===== src/rtl/fpoll_pkg.sv =====
package fpoll_pkg;

  // status bit positions inside the flash read word
  localparam int DPOLL_BIT = 7;
  localparam int TOG_BIT   = 6;
  localparam int TLIM_BIT  = 5;
  localparam int SUS_BIT   = 2;

  localparam logic [1:0] MODE_DATA  = 2'b00;
  localparam logic [1:0] MODE_QUERY = 2'b10;

  typedef struct packed {
    logic dpoll;
    logic tog;
    logic tlim;
    logic sus;
  } stat_t;

  typedef enum logic [1:0] {RD_IDLE, RD_GAP, RD_LOW} rd_phase_e;

  typedef enum logic [1:0] {VD_WAIT, VD_DONE, VD_FAIL, VD_RECHK} verdict_e;

  typedef enum logic {ST_IDLE, ST_POLL} run_state_e;

endpackage


===== src/rtl/fpoll_rdcyc.sv =====
module fpoll_rdcyc
  import fpoll_pkg::*;
#(
  parameter int DW      = 16,
  parameter int GAP_CYC = 4,
  parameter int ACC_CYC = 25
) (
  input  logic          clk,
  input  logic          rst_n,
  input  logic          engaged,
  input  logic          pulse_cs,
  input  logic          req,
  input  logic [DW-1:0] din,
  output logic          cs_n,
  output logic          oe_n,
  output logic          smp_valid,
  output stat_t         smp_stat
);

  localparam int LONGEST = (GAP_CYC > ACC_CYC) ? GAP_CYC : ACC_CYC;
  localparam int TW      = $clog2(LONGEST + 1);

  rd_phase_e     ph;
  logic [TW-1:0] tcnt;
  stat_t         din_stat;
  logic          strobe_lo;
  logic          unused_dq;

  always_comb begin
    din_stat.dpoll = din[DPOLL_BIT];
    din_stat.tog   = din[TOG_BIT];
    din_stat.tlim  = din[TLIM_BIT];
    din_stat.sus   = din[SUS_BIT];
    unused_dq = 1'b0;
    for (int i = 0; i < DW; i++) begin
      if (i != DPOLL_BIT && i != TOG_BIT && i != TLIM_BIT && i != SUS_BIT)
        unused_dq = unused_dq ^ din[i];
    end
  end

  always_ff @(posedge clk or negedge rst_n) begin
    if (!rst_n) begin
      ph        <= RD_IDLE;
      tcnt      <= '0;
      smp_valid <= 1'b0;
      smp_stat  <= '0;
    end else begin
      smp_valid <= 1'b0;
      if (!engaged && ph != RD_LOW) begin
        ph   <= RD_IDLE;
        tcnt <= '0;
      end else begin
        case (ph)
          RD_IDLE: if (req) begin
            ph   <= RD_GAP;
            tcnt <= '0;
          end
          RD_GAP: if (tcnt == TW'(GAP_CYC - 1)) begin
            ph   <= RD_LOW;
            tcnt <= '0;
          end else begin
            tcnt <= tcnt + 1'b1;
          end
          RD_LOW: if (tcnt == TW'(ACC_CYC - 1)) begin
            ph        <= RD_IDLE;
            tcnt      <= '0;
            smp_valid <= 1'b1;
            smp_stat  <= din_stat;
          end else begin
            tcnt <= tcnt + 1'b1;
          end
          default: ph <= RD_IDLE;
        endcase
      end
    end
  end

  assign strobe_lo = (ph == RD_LOW);
  assign cs_n = !engaged | (pulse_cs & !strobe_lo);
  assign oe_n = !engaged | (!pulse_cs & !strobe_lo);

  // checker counters for strobe high/low run lengths
  logic [7:0] hi_run, lo_run;
  always_ff @(posedge clk or negedge rst_n) begin
    if (!rst_n) begin
      hi_run <= '0;
      lo_run <= '0;
    end else if (strobe_lo) begin
      hi_run <= '0;
      lo_run <= (lo_run == 8'hff) ? lo_run : lo_run + 1'b1;
    end else begin
      lo_run <= '0;
      hi_run <= (hi_run == 8'hff) ? hi_run : hi_run + 1'b1;
    end
  end

  p_gap_before_fall_r2: assert property (@(posedge clk) disable iff (!rst_n)
    $rose(strobe_lo) |-> (int'(hi_run) >= GAP_CYC));

  p_low_width_r2: assert property (@(posedge clk) disable iff (!rst_n)
    $fell(strobe_lo) |-> (int'(lo_run) == ACC_CYC));

  p_sample_at_rise_r2: assert property (@(posedge clk) disable iff (!rst_n)
    smp_valid |-> $past(strobe_lo) && !strobe_lo);

endmodule


===== src/rtl/fpoll_judge.sv =====
module fpoll_judge
  import fpoll_pkg::*;
(
  input  logic [1:0] mode,
  input  logic       exp7,
  input  logic       have_prev,
  input  logic       confirm,
  input  stat_t      prev,
  input  stat_t      cur,
  output verdict_e   verdict,
  output logic       sus_diff
);

  logic unused_prev;
  assign unused_prev = prev.dpoll ^ prev.tlim;

  always_comb begin
    verdict  = VD_WAIT;
    sus_diff = prev.sus ^ cur.sus;
    if (mode == MODE_QUERY) begin
      if (have_prev) verdict = VD_DONE;
    end else if (mode == MODE_DATA) begin
      if (cur.dpoll == exp7)  verdict = VD_DONE;
      else if (confirm)       verdict = VD_FAIL;
      else if (cur.tlim)      verdict = VD_RECHK;
    end else begin
      if (have_prev) begin
        if (cur.tog == prev.tog) verdict = VD_DONE;
        else if (confirm)        verdict = VD_FAIL;
        else if (cur.tlim)       verdict = VD_RECHK;
      end
    end
  end

endmodule


===== src/rtl/flash_status_poller.sv =====
module flash_status_poller
  import fpoll_pkg::*;
#(
  parameter int AW      = 21,
  parameter int DW      = 16,
  parameter int CW      = 16,
  parameter int GAP_CYC = 4,
  parameter int ACC_CYC = 25
) (
  input  logic          clk,
  input  logic          rst_n,
  input  logic          start,
  input  logic [1:0]    mode,
  input  logic          pulse_cs,
  input  logic          exp_bit7,
  input  logic [AW-1:0] target_addr,
  input  logic [CW-1:0] max_polls,
  output logic [AW-1:0] flash_addr,
  output logic          flash_cs_n,
  output logic          flash_oe_n,
  input  logic [DW-1:0] flash_dq,
  output logic          busy,
  output logic          done,
  output logic          fail,
  output logic          timeout,
  output logic          sect_susp
);

  run_state_e    st;
  logic [1:0]    mode_q;
  logic          exp7_q, sel_q;
  logic [CW-1:0] max_q, cnt_q;
  logic [AW-1:0] addr_q;
  stat_t         prev_q;
  logic          have_prev_q, confirm_q;
  logic          done_q, fail_q, tmo_q, susp_q;

  logic          engaged, req, smp_valid, sus_diff;
  stat_t         smp_stat;
  verdict_e      verdict;
  logic [CW:0]   cnt_inc;

  assign engaged = (st == ST_POLL);
  assign req     = engaged && !smp_valid;
  assign cnt_inc = {1'b0, cnt_q} + 1'b1;

  fpoll_rdcyc #(.DW(DW), .GAP_CYC(GAP_CYC), .ACC_CYC(ACC_CYC)) u_rdcyc (
    .clk(clk), .rst_n(rst_n), .engaged(engaged), .pulse_cs(sel_q), .req(req),
    .din(flash_dq), .cs_n(flash_cs_n), .oe_n(flash_oe_n),
    .smp_valid(smp_valid), .smp_stat(smp_stat)
  );

  fpoll_judge u_judge (
    .mode(mode_q), .exp7(exp7_q), .have_prev(have_prev_q), .confirm(confirm_q),
    .prev(prev_q), .cur(smp_stat), .verdict(verdict), .sus_diff(sus_diff)
  );

  always_ff @(posedge clk or negedge rst_n) begin
    if (!rst_n) begin
      st          <= ST_IDLE;
      mode_q      <= MODE_DATA;
      exp7_q      <= 1'b0;
      sel_q       <= 1'b0;
      max_q       <= '0;
      cnt_q       <= '0;
      addr_q      <= '0;
      prev_q      <= '0;
      have_prev_q <= 1'b0;
      confirm_q   <= 1'b0;
      done_q      <= 1'b0;
      fail_q      <= 1'b0;
      tmo_q       <= 1'b0;
      susp_q      <= 1'b0;
    end else begin
      done_q <= 1'b0;
      fail_q <= 1'b0;
      tmo_q  <= 1'b0;
      if (st == ST_IDLE) begin
        if (start) begin
          st          <= ST_POLL;
          mode_q      <= mode;
          exp7_q      <= exp_bit7;
          sel_q       <= pulse_cs;
          max_q       <= (max_polls == '0) ? CW'(1) : max_polls;
          addr_q      <= target_addr;
          cnt_q       <= '0;
          have_prev_q <= 1'b0;
          confirm_q   <= 1'b0;
          susp_q      <= 1'b0;
        end
      end else if (smp_valid) begin
        cnt_q <= cnt_inc[CW-1:0];
        if (verdict == VD_DONE) begin
          done_q <= 1'b1;
          st     <= ST_IDLE;
          if (mode_q == MODE_QUERY) susp_q <= sus_diff;
        end else if (verdict == VD_FAIL) begin
          fail_q <= 1'b1;
          st     <= ST_IDLE;
        end else if (cnt_inc >= {1'b0, max_q}) begin
          tmo_q <= 1'b1;
          st    <= ST_IDLE;
        end else if (verdict == VD_RECHK) begin
          confirm_q   <= 1'b1;
          have_prev_q <= 1'b0;
        end else begin
          have_prev_q <= 1'b1;
          prev_q      <= smp_stat;
        end
      end
    end
  end

  assign flash_addr = addr_q;
  assign busy       = engaged;
  assign done       = done_q;
  assign fail       = fail_q;
  assign timeout    = tmo_q;
  assign sect_susp  = susp_q;

  p_one_outcome_r10: assert property (@(posedge clk) disable iff (!rst_n)
    $onehot0({done, fail, timeout}));

  p_outcome_then_idle_r10: assert property (@(posedge clk) disable iff (!rst_n)
    (done || fail || timeout) |=> !busy && !done && !fail && !timeout);

  p_idle_strobes_high_r10: assert property (@(posedge clk) disable iff (!rst_n)
    !busy |-> flash_cs_n && flash_oe_n);

  p_addr_hold_r11: assert property (@(posedge clk) disable iff (!rst_n)
    busy && $past(busy) |-> $stable(flash_addr));

  p_tmo_at_limit_r9: assert property (@(posedge clk) disable iff (!rst_n)
    timeout |-> (cnt_q >= max_q));

  p_fail_after_recheck_r5: assert property (@(posedge clk) disable iff (!rst_n)
    fail |-> $past(confirm_q));

endmodule


===== config.mk =====
export PLATFORM = sky130hd
export DESIGN_NAME = flash_status_poller
export DESIGN_NICKNAME = d
export VERILOG_FILES = /design/src/rtl/fpoll_pkg.sv /design/src/rtl/fpoll_rdcyc.sv /design/src/rtl/fpoll_judge.sv /design/src/rtl/flash_status_poller.sv
export SDC_FILE = /design/constraint.sdc
export NUM_CORES = 1
export LEC_CHECK = 0
export CAP_MARGIN = 20
export CORE_ASPECT_RATIO = 0.5
export CORE_UTILIZATION = 45
export DETAILED_ROUTE_END_ITERATION = 16
export GPL_TIMING_DRIVEN = 0
export PLACE_DENSITY = 0.72
export REMOVE_ABC_BUFFERS = 1
export SYNTH_ARGS = -nofsm -noshare
export SYNTH_HDL_FRONTEND = slang
export SYNTH_SLANG_ARGS = --single-unit

===== constraint.sdc =====
create_clock -name clk -period 3.9 [get_ports clk]
set_input_delay 0.78 -clock clk [delete_from_list [all_inputs] [get_ports clk]]
set_output_delay 0.78 -clock clk [all_outputs]
set_load 0.005 [all_outputs]

==> results.txt, run 1 <==
Crit path depth = 10
register bit total from synthesis = 78
number of buffers and inverters on the critical path = 0
critical-path cell list = nand4_1 -> nor3_1 -> nand3_1 -> xnor2_1 -> ha_1 -> nand3_1 -> o221ai_1 -> a311oi_2 -> nand4_1 -> mux2_2
# Post-CTS Setup Buffers = 0
Ports = 88
minimum clock period = 3300 ps
Pleak = 2.47 nW
unrepaired setup endpoints after global routing = no
DIE HEIGHT = 68.8 um
fin. max-slew vios = 0
FFs w/ async S/R, synth = 1.00
clock power share = 0.246
TritonCTS Sinks = 78
IO buf count = 75
first-pass GRT wire length = 14.7 mm
CTS clk-pin slew, worst paths = 70 ps
Tcrit/Tclk final = 0.847
Final Hold Vio Count = 0
Power Dens Cells = 624 mW/mm^2
Hold Path Class = in2async
Residual DRC = 0
total CTS buffers = 9
Comb pwr share = 0.358
reg2reg start = cnt_q[2]
Max-Cap Viols = 0
Chip Width = 136 um
cts hold-fix bufs = 0
Power Internal = 2.14 mW
CP max FO = 5
DIE AREA = 0.00933 mm^2
Mapped Cells = 430
worst slew pin tran = 1080 ps
ANT cells = 0
sw power = 1.11 mW
crit-path max cell delay = 530 ps
CTS Buffer Depth = 2
Congestion Overflow GR = 0
GPL Wtd Cong = 0.764
placed cells = 605
Initial Util = 0.483
Gates resized, CTS repair = 0
post-synthesis cell type count = 51
Critical Path RT = 4120 ps
DR pass1 iterations = 4
met3 Use GR = 0.0563
register area share after synthesis = 0.486
all-layer global routing usage = 0.208
Layout Cells excl Fill = 621
Worst Skew = 5.00 ps
run status = completed
Final Util = 0.625
CP delay by family, top = simple AND/OR/NAND/NOR gates
Rel. slew slack = 0.279
met2 usage = 0.332
Layout area overhead = 29.4%
global route hottest layer = met2
Sw Share = 0.341
CTS tree = done
final hold slack = 277 ps
WL per Instance = 14.2 um
initial antenna violation count = 0
Fillers = 699
setup violators final = 0
VDD IR max = 0.299 mV
critical path type = reg2reg
reg-to-reg endpoint = prev_q[0]
cell at the slowest stage of the critical path = nor3_1
Ys Warns = 0
Routed Antenna Nets = 0
Starting DRT DRC Count = 170
largest net degree at the start of global routing = 68
Clock Tree Root = clkbuf_16
r2r setup slk = 600 ps
number of global-route vias before repair = 3098
Mapped Area = 0.00402 mm^2
startpoint types = flop
Post-synth EDFFs = 0
top_reg_cell synth = dfrtp_1
htree depth = 3
M1 GR Usage = 0.273
vias = 3234
Crit. End Element = flop
share of cells above drive strength 1 = 0.0648
site row count = 23
DP Wirelength = 6.22 mm
clk_lat worst skew = 340 ps
CP Data Arrival Time = 3530 ps
Seq pwr share = 0.395
Syn Area/Cell = 9.34 um^2
number of vias per cell = 5.21
Final #Nets = 590
Core ar. = 0.00832 mm^2
fmax = 303 MHz
final WL = 8.79 mm
R2R depth = 10
worst max-delay path by stage:
stage / startpoint / endpoint / slack (ps)
6_report: cnt_q[2] / prev_q[0] / 600
5_1_grt: cnt_q[0] / prev_q[0] / 380
4_1_cts: cnt_q[0] / prev_q[0] / 620
3_5_place_dp: cnt_q[0] / prev_q[0] / 630
3_3_place_gp: start / cnt_q[13] / -1890
2_1_floorplan: start / cnt_q[13] / 190
cell usage in the layout, fill, tap and decap left out, drive strengths merged, types with 7 or more instances in the layout:
cell,synthesis,layout
ha,26,26
clkbuf,11,9
inv,29,31
clkdlybuf4s50,0,74
xor2,10,10
nor2,15,15
a21oi,10,10
nand2,113,113
nor3,7,7
o21ai,38,38
nand3,10,10
dfrtp,78,78
a22o,12,12
xnor2,7,7
worst register-to-register path: cells and delay by family (launching register included):
family	cells	cell delay [ps]
compound gates	2	650
simple gates	5	1330
xor+xnor	1	190
flops	1	450
mux	1	330
fa+ha+maj	1	250
metrics by stage:
| step | instance area [um^2] | setup slack [ps] | TNS [ps] | power (mW) |
|---|---|---|---|---|
| global placement | 4850 | -1890 | -106460 | 2.41 |
| CTS | 5200 | 617 | 0 | 3.27 |
| floorplan | 3960 | 194 | 0 | 1.93 |
| global route | 5200 | 377 | 0 | 3.51 |
| finish | 5200 | 596 | 0 | 3.24 |
| detailed placement | 4910 | 630 | 0 | 2.46 |
flip-flops by register name, summed over array words and instances (netlist names), 2 cells and up:
register and cells:
flash_addr 21, cnt_q 16, max_q 16, u_rdcyc.tcnt 5, u_rdcyc.smp_stat 4, mode_q 2, prev_q 2, u_rdcyc.ph 2
power groups by stage:
| stage | Combinational [mW] | Sequential (mW) | Clock, mW |
|---|---|---|---|
| after floorplan | 0.658 | 1.27 | 0 |
| after global placement | 1.12 | 1.28 | 0 |
| after detailed placement | 1.17 | 1.29 | 0 |
| after CTS | 1.18 | 1.28 | 0.813 |
| after global routing | 1.34 | 1.32 | 0.850 |
| final | 1.16 | 1.28 | 0.800 |
area by class of cell:
type / instances / area (um^2) / share of cell area
Tap cell: 112 / 140 / 0.0270
Inverter: 29 / 109 / 0.0209
Multi-Input combinational cell: 309 / 1910 / 0.367
Timing Repair Buffer: 77 / 803 / 0.155
Clock buffer: 9 / 225 / 0.0433
Clock inverter: 7 / 58.8 / 0.0113
Sequential cell: 78 / 1950 / 0.376
cell usage after synthesis, types with 2 or more instances:
cell type    n  area share
nand2_1    113        0.11
nor2_1      15       0.014
nand3_1      9       0.011
ha_1        26       0.081
and2_1       2      0.0031
a22o_1      12       0.026
inv_1       29       0.027
xnor2_1      7       0.015
dfrtp_1     78        0.49
buf_2        2      0.0025
nand2b_1     2      0.0031
and3_1       6      0.0093
or3_1        2      0.0031
and4_1       2      0.0044
o31ai_1      2      0.0037
nor3b_1      2      0.0037
mux2_2       6       0.017
o21ai_0     37       0.046
a21oi_1     10       0.012
nor3_1       7      0.0087
o221ai_1     2      0.0044
xor2_1      10       0.022
clkbuf_1    11       0.010
nor4_1       3      0.0047
nor2b_1      6      0.0093
nand4_1      4      0.0062
layer usage:
layer  share of wire  vias up
met5               0        -
met4           0.013        0
met3           0.045       10
met2            0.45       64
met1            0.49     1538
li1                -     1622
logic make-up (layout without fill, tap and decap cells):
family | count (synthesis) | count (layout) | share of synthesized area
mux | 7 | 7 | 0.0193
xor+xnor | 17 | 17 | 0.0371
simple gates | 181 | 181 | 0.211
buf+inv | 43 | 122 | 0.0408
fa+ha+maj | 26 | 26 | 0.0810
compound gates | 78 | 78 | 0.125
flops | 78 | 78 | 0.486
Power figures use the tool's default switching activity.
==> run 2, diff against run 1 <==
Clock period 3.9 ns to 3.3 ns, I/O delays scaled along.
==> results.txt, run 2 (same netlist as run 1, synthesis figures left out) <==
Starting DRT DRC Count = 172
CTS clk-pin slew, worst paths = 70 ps
Ports = 88
Clock Tree Root = clkbuf_16
htree depth = 3
CP Data Arrival Time = 3340 ps
GPL Wtd Cong = 0.764
Max-Cap Viols = 0
fmax = 321 MHz
all-layer global routing usage = 0.208
worst slew pin tran = 1050 ps
largest net degree at the start of global routing = 68
CP max FO = 5
unrepaired setup endpoints after global routing = no
Final Hold Vio Count = 0
DR pass1 iterations = 4
share of cells above drive strength 1 = 0.0706
Rel. slew slack = 0.298
most common cell after layout, fill and taps aside = nand2_1
commonest non-fill, non-tap cells in the layout = nand2_1 (113), dfrtp_1 (78), clkdlybuf4s50_1 (74)
clk_lat worst skew = 340 ps
Layout area overhead = 29.7%
TritonCTS Sinks = 78
number of vias per cell = 5.20
Congestion Overflow GR = 0
final worst slack = 180 ps
Crit. End Element = flop
DIE HEIGHT = 68.8 um
Pleak = 2.48 nW
final WL = 8.80 mm
Residual DRC = 0
IO buf count = 75
Tcrit/Tclk final = 0.945
number of global-route vias before repair = 3098
Worst Skew = 4.61 ps
fin. max-slew vios = 0
total power = 3.85 mW
final hold slack = 159 ps
Hold Path Class = in2async
DIE AREA = 0.00933 mm^2
setup TNS = 0 ps
DP Worst Slack = 29.9 ps
total CTS buffers = 9
Initial Util = 0.483
first-pass GRT wire length = 14.7 mm
Final #Nets = 591
Routed Antenna Nets = 0
Chip Width = 136 um
DP Wirelength = 6.22 mm
site row count = 23
ANT cells = 0
VDD IR max = 0.354 mV
Power Dens Cells = 738 mW/mm^2
CTS tree = done
minimum clock period = 3120 ps
Critical Path RT = 3520 ps
run status = completed
critical path type = reg2reg
Largest register FFs = 21
startpoint types = flop
Core ar. = 0.00832 mm^2
Fillers = 696
CTS Buffer Depth = 2
WL per Instance = 14.1 um
initial antenna violation count = 0
vias = 3233
setup violators final = 0
-- run 2: cell types whose count changed in the layout (fill, tap and decap cells not counted) --
cell and change:
buf_4 +1, nor3_2 +1, nor3_1 -1, nor2_1 -1, nor2_2 +1
-- run 2: final cells by class --
cell class / count / area (um^2) / area share
inverter: 29 / 109 / 0.0209
multi-input combinational: 309 / 1920 / 0.368
sequential: 78 / 1950 / 0.374
clock buffer: 9 / 225 / 0.0432
tap: 112 / 140 / 0.0269
timing repair buffer: 78 / 811 / 0.156
clock inverter: 7 / 58.8 / 0.0113
-- run 2: repair_timing --
item                                    CTS  global route
endpoints found under the setup margin    0             5
resized for setup                         0             2
hold buffers                              0             0
setup buffers                             0             1
hold endpoints to repair                  0             0
-- run 2: power breakdown --
group | total, mW | internal [mW] | switching, mW
clock network | 0.942 | 0.520 | 0.422
registers | 1.52 | 1.29 | 0.223
logic | 1.39 | 0.725 | 0.665
-- run 2: path summary, 6_finish.rpt --
kind,endpoint,slack (ps),cells after the start,start
worst max-delay path,prev_q[0],180,10,cnt_q[2]
worst min-delay path,flash_addr[3],160,1,rst_n
worst max register to register,prev_q[0],180,10,cnt_q[2]
worst min register to register,flash_addr[7],470,2,flash_addr[7]
max in group asynchronous,max_q[10],2550,2,rst_n
min in group clk,flash_addr[7],470,2,flash_addr[7]
-- run 2: metrics by stage --
step           area (um^2)   util  std cells
2_1_floorplan         3960      -        416
3_3_place_gp          4850  0.584        603
3_5_place_dp          4910  0.591        605
4_1_cts               5200  0.625        621
5_1_grt               5210  0.627        622
6_report              5210  0.627        622
-- run 2: critical path, stage by stage (launching register included) --
cell	delay, ps
dfrtp_1	450
nand4_1	230
nor3_2	390
nand3_1	170
xnor2_1	160
ha_1	270
nand3_1	100
nor3_1	380
o211ai_1	270
nand4_1	230
mux2_2	350
-- run 2: per-layer routing --
| layer | up-vias | global-route usage | wire length (um) |
|---|---|---|---|
| li1 | 1624 | - | - |
| met5 | - | 0 | 0 |
| met4 | 0 | 0.0829 | 120 |
| met3 | 11 | 0.0563 | 423 |
| met1 | 1533 | 0.273 | 4240 |
| met2 | 65 | 0.332 | 4020 |
